[config.mk]
export PLATFORM = sky130hd
export DESIGN_NAME = acl_out_rx
export DESIGN_NICKNAME = d
export VERILOG_FILES = /design/src/rtl/acl_rx_pkg.sv /design/src/rtl/acl_frame_timer.sv /design/src/rtl/acl_slot_shifter.sv /design/src/rtl/acl_slot_extract.sv /design/src/rtl/acl_out_rx.sv
export SDC_FILE = /design/constraint.sdc
export NUM_CORES = 1
export LEC_CHECK = 0
export ABC_AREA = 1
export CELL_PAD_IN_SITES_DETAIL_PLACEMENT = 0
export CELL_PAD_IN_SITES_GLOBAL_PLACEMENT = 1
export CORE_ASPECT_RATIO = 1.75
export CORE_MARGIN = 5
export CORE_UTILIZATION = 44
export CTS_CLUSTER_DIAMETER = 40
export DETAILED_ROUTE_END_ITERATION = 8
export PLACE_DENSITY = 0.93
export SYNTH_ARGS = -nofsm -noshare
export SYNTH_HDL_FRONTEND = slang
export SYNTH_SLANG_ARGS = --single-unit
[constraint.sdc]
create_clock -name bit_clk -period 5.1 [get_ports bit_clk]
set_input_delay 0.765 -clock bit_clk [delete_from_list [all_inputs] [get_ports bit_clk]]
set_output_delay 0.765 -clock bit_clk [all_outputs]
set_load 0.005 [all_outputs]
[src/rtl/acl_rx_pkg.sv]
package acl_rx_pkg;

  typedef enum logic {
    CMD_WRITE = 1'b0,
    CMD_READ  = 1'b1
  } ctl_cmd_e;

  typedef struct packed {
    logic frame_ok;
    logic addr_ok;
    logic data_ok;
    logic left_ok;
    logic right_ok;
  } tag_flags_t;

  // Frame bit index at which slot k finishes (slot 0 is the tag slot).
  function automatic int slot_last_bit(int k, int tag_bits, int slot_bits);
    return (k == 0) ? (tag_bits - 1) : (tag_bits + slot_bits * k - 1);
  endfunction

endpackage

[src/rtl/acl_frame_timer.sv]
module acl_frame_timer
  import acl_rx_pkg::*;
#(
  parameter int TAG_BITS   = 16,
  parameter int SLOT_BITS  = 20,
  parameter int DATA_SLOTS = 12,
  parameter int N_ENDS     = 5
) (
  input  logic              bit_clk,
  input  logic              rst_n,
  input  logic              frame_sync,
  output logic              take_bit,
  output logic [N_ENDS-1:0] slot_end
);

  localparam int FRAME_BITS = TAG_BITS + SLOT_BITS * DATA_SLOTS;
  localparam int IDX_W      = $clog2(FRAME_BITS);
  localparam int LAST_IDX   = FRAME_BITS - 1;

  logic             sync_q;
  logic             run_q, run_d;
  logic [IDX_W-1:0] idx_q, idx_d;
  logic             sync_rise;
  logic             idx_en;

  assign sync_rise = frame_sync & ~sync_q;
  assign take_bit  = run_q & ~sync_rise;
  assign idx_en    = sync_rise | run_q;

  always_comb begin
    run_d = run_q;
    idx_d = idx_q;
    if (sync_rise) begin
      run_d = 1'b1;
      idx_d = '0;
    end else if (run_q) begin
      idx_d = idx_q + 1'b1;
      if (idx_q == IDX_W'(LAST_IDX)) run_d = 1'b0;
    end
  end

  always_ff @(negedge bit_clk or negedge rst_n) begin
    if (!rst_n) begin
      sync_q <= 1'b0;
      run_q  <= 1'b0;
      idx_q  <= '0;
    end else begin
      sync_q <= frame_sync;
      run_q  <= run_d;
      if (idx_en) idx_q <= idx_d;
    end
  end

  for (genvar k = 0; k < N_ENDS; k++) begin : g_end
    localparam int END_IDX = slot_last_bit(k, TAG_BITS, SLOT_BITS);
    assign slot_end[k] = take_bit && (idx_q == IDX_W'(END_IDX));
  end

endmodule

[src/rtl/acl_slot_shifter.sv]
module acl_slot_shifter #(
  parameter int SLOT_BITS = 20
) (
  input  logic                 bit_clk,
  input  logic                 rst_n,
  input  logic                 shift_en,
  input  logic                 ser_data,
  output logic [SLOT_BITS-1:0] word
);

  logic [SLOT_BITS-2:0] sh_q, sh_d;

  // The word completes on the edge that samples its final bit.
  assign word = {sh_q, ser_data};
  assign sh_d = word[SLOT_BITS-2:0];

  always_ff @(negedge bit_clk or negedge rst_n) begin
    if (!rst_n) sh_q <= '0;
    else if (shift_en) sh_q <= sh_d;
  end

endmodule

[src/rtl/acl_slot_extract.sv]
module acl_slot_extract
  import acl_rx_pkg::*;
#(
  parameter int TAG_BITS  = 16,
  parameter int SLOT_BITS = 20,
  parameter int ADDR_W    = 7,
  parameter int DATA_W    = 16,
  parameter int PCM_W     = 18,
  parameter int N_ENDS    = 5
) (
  input  logic                 bit_clk,
  input  logic                 rst_n,
  input  logic [N_ENDS-1:0]    slot_end,
  input  logic [SLOT_BITS-1:0] word,
  output logic                 ctl_wr_stb,
  output logic                 ctl_rd_stb,
  output logic [ADDR_W-1:0]    ctl_addr,
  output logic [DATA_W-1:0]    ctl_wdata,
  output logic                 pcm_l_stb,
  output logic [PCM_W-1:0]     pcm_l,
  output logic                 pcm_r_stb,
  output logic [PCM_W-1:0]     pcm_r
);

  localparam int FLAG_HI = TAG_BITS - 1;
  localparam int CMD_POS = SLOT_BITS - 1;
  localparam int ADDR_HI = SLOT_BITS - 2;
  localparam int TOP     = SLOT_BITS - 1;

  tag_flags_t        flags_q, flags_d;
  ctl_cmd_e          cmd_q, cmd_d;
  logic [ADDR_W-1:0] pend_q, pend_d;
  logic              wr_d, rd_d, l_d, r_d;
  logic              flags_en, req_en, ctl_en;
  logic              unused_word;

  assign unused_word = ^word;
  assign flags_en    = slot_end[0];
  assign req_en      = slot_end[1];
  assign ctl_en      = wr_d | rd_d;

  always_comb begin
    flags_d = flags_q;
    cmd_d   = cmd_q;
    pend_d  = pend_q;
    wr_d    = 1'b0;
    rd_d    = 1'b0;
    l_d     = 1'b0;
    r_d     = 1'b0;
    if (slot_end[0]) flags_d = tag_flags_t'(word[FLAG_HI -: 5]);
    if (slot_end[1]) begin
      cmd_d  = ctl_cmd_e'(word[CMD_POS]);
      pend_d = word[ADDR_HI -: ADDR_W];
    end
    if (slot_end[2]) begin
      wr_d = flags_q.frame_ok && flags_q.addr_ok && flags_q.data_ok
             && (cmd_q == CMD_WRITE);
      rd_d = flags_q.frame_ok && flags_q.addr_ok && (cmd_q == CMD_READ);
    end
    if (slot_end[3]) l_d = flags_q.frame_ok && flags_q.left_ok;
    if (slot_end[4]) r_d = flags_q.frame_ok && flags_q.right_ok;
  end

  always_ff @(negedge bit_clk or negedge rst_n) begin
    if (!rst_n) begin
      flags_q    <= '0;
      cmd_q      <= CMD_WRITE;
      pend_q     <= '0;
      ctl_wr_stb <= 1'b0;
      ctl_rd_stb <= 1'b0;
      ctl_addr   <= '0;
      ctl_wdata  <= '0;
      pcm_l_stb  <= 1'b0;
      pcm_l      <= '0;
      pcm_r_stb  <= 1'b0;
      pcm_r      <= '0;
    end else begin
      ctl_wr_stb <= wr_d;
      ctl_rd_stb <= rd_d;
      pcm_l_stb  <= l_d;
      pcm_r_stb  <= r_d;
      if (flags_en) flags_q <= flags_d;
      if (req_en) begin
        cmd_q  <= cmd_d;
        pend_q <= pend_d;
      end
      if (ctl_en) ctl_addr  <= pend_q;
      if (wr_d)   ctl_wdata <= word[TOP -: DATA_W];
      if (l_d)    pcm_l     <= word[TOP -: PCM_W];
      if (r_d)    pcm_r     <= word[TOP -: PCM_W];
    end
  end

endmodule

[src/rtl/acl_out_rx.sv]
module acl_out_rx #(
  parameter int TAG_BITS   = 16,
  parameter int SLOT_BITS  = 20,
  parameter int DATA_SLOTS = 12,
  parameter int ADDR_W     = 7,
  parameter int DATA_W     = 16,
  parameter int PCM_W      = 18
) (
  input  logic              bit_clk,
  input  logic              rst_n,
  input  logic              frame_sync,
  input  logic              ser_data,
  output logic              ctl_wr_stb,
  output logic              ctl_rd_stb,
  output logic [ADDR_W-1:0] ctl_addr,
  output logic [DATA_W-1:0] ctl_wdata,
  output logic              pcm_l_stb,
  output logic [PCM_W-1:0]  pcm_l,
  output logic              pcm_r_stb,
  output logic [PCM_W-1:0]  pcm_r
);

  // Tag slot plus control address, control data, left and right slots.
  localparam int N_ENDS = 5;

  logic [1:0]           rst_pipe;
  logic                 rst_core_n;
  logic                 take_bit;
  logic [N_ENDS-1:0]    slot_end;
  logic [SLOT_BITS-1:0] word;

  always_ff @(negedge bit_clk or negedge rst_n) begin
    if (!rst_n) rst_pipe <= 2'b00;
    else        rst_pipe <= {rst_pipe[0], 1'b1};
  end
  assign rst_core_n = rst_pipe[1];

  acl_frame_timer #(
    .TAG_BITS(TAG_BITS), .SLOT_BITS(SLOT_BITS),
    .DATA_SLOTS(DATA_SLOTS), .N_ENDS(N_ENDS)
  ) u_timer (
    .bit_clk(bit_clk), .rst_n(rst_core_n), .frame_sync(frame_sync),
    .take_bit(take_bit), .slot_end(slot_end)
  );

  acl_slot_shifter #(.SLOT_BITS(SLOT_BITS)) u_shift (
    .bit_clk(bit_clk), .rst_n(rst_core_n), .shift_en(take_bit),
    .ser_data(ser_data), .word(word)
  );

  acl_slot_extract #(
    .TAG_BITS(TAG_BITS), .SLOT_BITS(SLOT_BITS), .ADDR_W(ADDR_W),
    .DATA_W(DATA_W), .PCM_W(PCM_W), .N_ENDS(N_ENDS)
  ) u_extract (
    .bit_clk(bit_clk), .rst_n(rst_core_n), .slot_end(slot_end), .word(word),
    .ctl_wr_stb(ctl_wr_stb), .ctl_rd_stb(ctl_rd_stb),
    .ctl_addr(ctl_addr), .ctl_wdata(ctl_wdata),
    .pcm_l_stb(pcm_l_stb), .pcm_l(pcm_l),
    .pcm_r_stb(pcm_r_stb), .pcm_r(pcm_r)
  );

endmodule

==> impl_results.md <==
- Post-synth cell types: 26
- Crit path max fanout: 2
- Critical Path Source Type: flop
- Slowest stage cell, crit path: clkdlybuf4s50_1
- Chip Height: approximately 140 µm
- Required time at the worst-slack endpoint: ~4300 ps
- Post-CTS Setup Bufs: 0
- CP peak stage delay: 530 ps
- Sequential share of power: between 50% and 60%
- Avg Cell Area, Syn: between 10 and 15 µm²
- DIE WIDTH: ~84 µm
- CTS buffer count: 9
- DR pass1 iterations: 4
- Core Rows: 47
- Status: completed
- Net Switching: roughly 0.00046 W
- Worst-Skew Late Latency: 350 ps
- Fin. max-slew vios: 0
- Actual slew at the worst max-slew pin: roughly 970 ps
- Arrival time worst endpoint: slightly below 4000 ps
- Hold Crit Class: reg -> async
- Final hold vios: 0
- Wire per inst: 14.7 µm
- Core Area: 9470 µm²
- Placer congestion estimate: roughly 0.83
- Max-slew headroom: 35.5%
- Clk network pwr share: between 30% and 40%
- Grt ovf: 0
- Final Worst Setup Slack: just under 500 ps
- Logic pwr share: slightly below 10%
- Clock sink count: approximately 110
- Max Root-Sink Buffers: 2
- Fillers: 818
- Worst-path cell chain: clkdlybuf4s50_1
- Area Growth Syn to Fin: 24.7%
- N_diodes: 0
- Family with the most delay on the worst path: buffers and inverters
- DP Worst Slack: between 150 and 200 ps
- Final net count: approximately 480
- Post-DRT Antenna Nets: 0
- DPL Wire Length: roughly 6300 µm
- CP Class: reg -> out
- Initial antenna violation count: 0
- Leakage: between 2 and 2.5 nW
- Die ar.: 11800 µm²
- Clk slew on worst S/H paths: roughly 50 ps
- Yosys Warn Count: 0
- Synth area leaders: dfrtn_1 (63%), nand2_1 (11%), o21ai_2 (5.6%)
- Largest net degree at the start of global routing: between 70 and 80
- Vias in the first global route: around 3000
- Syn Nets: about 420
- Clock Skews: about 6.4 ps
- CTS tree: done
- Number of synthesized register bits: roughly 110
- Cell Pwr Density: 344 nW/µm²
- # resized after CTS: 0
- Share of the yosys chip area belonging to registers: roughly 63%
- Buffers on Ports: 66
- Max_cap viols: 0
- Num ports: 67
- CP bufs+invs: 1
- Share of the synthesized area in the top cell type: a little over three fifths
- Final wirelength: 8910 µm
- Peak supply drop: between 0.0002 and 0.0003 V
- # H-tree levels: 3
- Via Count: roughly 3000
- Syn Std Cell Area: 4240 µm²
- Leading area contributor after synthesis: dfrtn_1
- Fin Setup TNS: 0 ps
- Root Buffer: clkbuf_16
- Final setup viols: 0
- DR iter-0 viols: 217
- GRT Overall Usage: between 10% and 20%
- Hold-fix buffers, CTS: 0
- Layout cells sized above 1: 11.8%
- Vias per inst: 4.95
- CP Capture Type: primary output
- Initial Util: 44.8%
- P_int: 0.00136 W
- First-pass GRT wire length: 15300 µm
- Sw Ratio: around 25%
- Drt drc: 0
- RSZ-0062 raised after global routing: no
- Mapped Cells: about 400
[area by class of cell]
class,instances,area [µm²],share of cell area [%]
inverter,33,124,2.34
tap,122,153,2.89
multi-input combinational,256,1310,24.8
clock inverter,3,47.5,0.900
timing repair buffer,71,723,13.7
clock buffer,13,250,4.74
sequential,107,2680,50.7
[metrics by stage]
step,util [%],total power [W],instance area (µm²),std cells,hold slack [ps]
after floorplan,-,0.00109,4240,411,292
after global placement,52.7,0.00113,4990,589,210
after detailed placement,52.7,0.00114,4990,589,215
after CTS,55.8,0.00184,5280,605,219
after global routing,55.8,0.00191,5280,605,241
final,55.8,0.00182,5280,605,194
[cells in the final DEF, fill, tap and decap left out]
cell type	Yosys	final
nand3_2	1	1
clkbuf_16	0	9
ha_1	1	1
o21a_1	1	1
nand4_1	2	2
clkinv_4	0	2
bufinv_16	0	1
clkdlybuf4s50_1	0	66
buf_12	0	2
nand2_2	2	2
nor3_4	1	1
a21oi_1	4	4
o21ai_0	35	35
conb_1	1	1
nor3_1	2	2
dfrtn_1	107	107
nor2_8	1	1
nand2_1	120	120
nor2_2	1	1
clkbuf_8	0	1
o21ai_1	25	25
nor3b_1	1	1
nor2_1	13	13
o21ai_2	27	27
nand2_4	3	3
inv_2	1	1
nand3_1	13	13
nand3_4	2	2
inv_1	32	32
clkbuf_1	3	3
buf_4	0	3
[synth_stat cells]
master,count
nand3_4,2
nand2_2,2
nor3b_1,1
o21ai_2,27
nor2_1,13
nand3_1,13
conb_1,1
nor3_1,2
nand2_1,120
a21oi_1,4
o21a_1,1
inv_1,32
buf_6,9
o21ai_0,35
o21ai_1,25
nor2_2,1
nand2_4,3
nand4_1,2
nor3_4,1
clkbuf_1,3
ha_1,1
nand3_2,1
buf_2,3
nor2_8,1
inv_2,1
dfrtn_1,107
[routing by layer]
metal / up-vias / routed length, µm / global-route usage [%]
met1: 1466 / 3600 / 19.0
met4: 0 / 197 / 6.61
met5: - / 0 / 0
met2: 59 / 4740 / 28.1
li1: 1457 / - / -
met3: 14 / 377 / 4.02
[power groups by stage]
stage,Clock [W],Combinational [W],Sequential [W]
floorplan,0,0.000125,0.000965
global placement,0,0.000174,0.000960
detailed placement,0,0.000181,0.000963
CTS,0.000706,0.000183,0.000949
global route,0.000742,0.000207,0.000956
finish,0.000688,0.000178,0.000950
[worst reg2reg max path, cell delays in order, from the launching register on]
cell and delay [ps]:
dfrtn_1 470, ha_1 270, nand4_1 110, nor2_1 190, nand2_4 290, nand2_1 190, o21ai_2 60
[registers in the layout, indices dropped and copies added, names as in the netlist]
register              count
u_timer.sync_q            1
u_extract.flags_q         5
u_extract.pcm_r_stb       1
u_extract.ctl_wdata      16
u_timer.idx_q             8
u_extract.pcm_r          18
u_extract.ctl_wr_stb      1
u_extract.pend_q          7
u_extract.cmd_q           1
u_shift.sh_q             19
u_timer.run_q             1
u_extract.pcm_l_stb       1
rst_pipe                  2
u_extract.ctl_addr        7
u_extract.pcm_l          18
u_extract.ctl_rd_stb      1
[cell families after synthesis]
kind of cell / Yosys count / share of synthesized area, %
buffers and inverters: 48 / 5.93
flip-flops: 107 / 63.2
adder cells (fa/ha/maj): 1 / 0.295
AO/OA/AOI/OAI: 92 / 13.3
AND/OR/NAND/NOR: 162 / 17.2
other: 1 / 0.0885
[path summary, 6_finish.rpt]
| check | from | end | slack [ps] | cells after the start |
|---|---|---|---|---|
| min in group bit_clk | rst_pipe[0] | rst_pipe[1] | 300 | 0 |
| max in group asynchronous | rst_n | rst_pipe[1] | 1930 | 1 |
| setup / recovery | u_extract.pcm_l[8] | pcm_l[8] | 480 | 1 |
| setup reg to reg | u_timer.idx_q[0] | u_extract.pcm_l[7] | 3360 | 6 |
| hold reg to reg | rst_pipe[1] | u_timer.idx_q[5] | 190 | 1 |
| hold / removal | rst_pipe[1] | u_timer.idx_q[5] | 190 | 1 |
(Power assumes the default switching activity.)
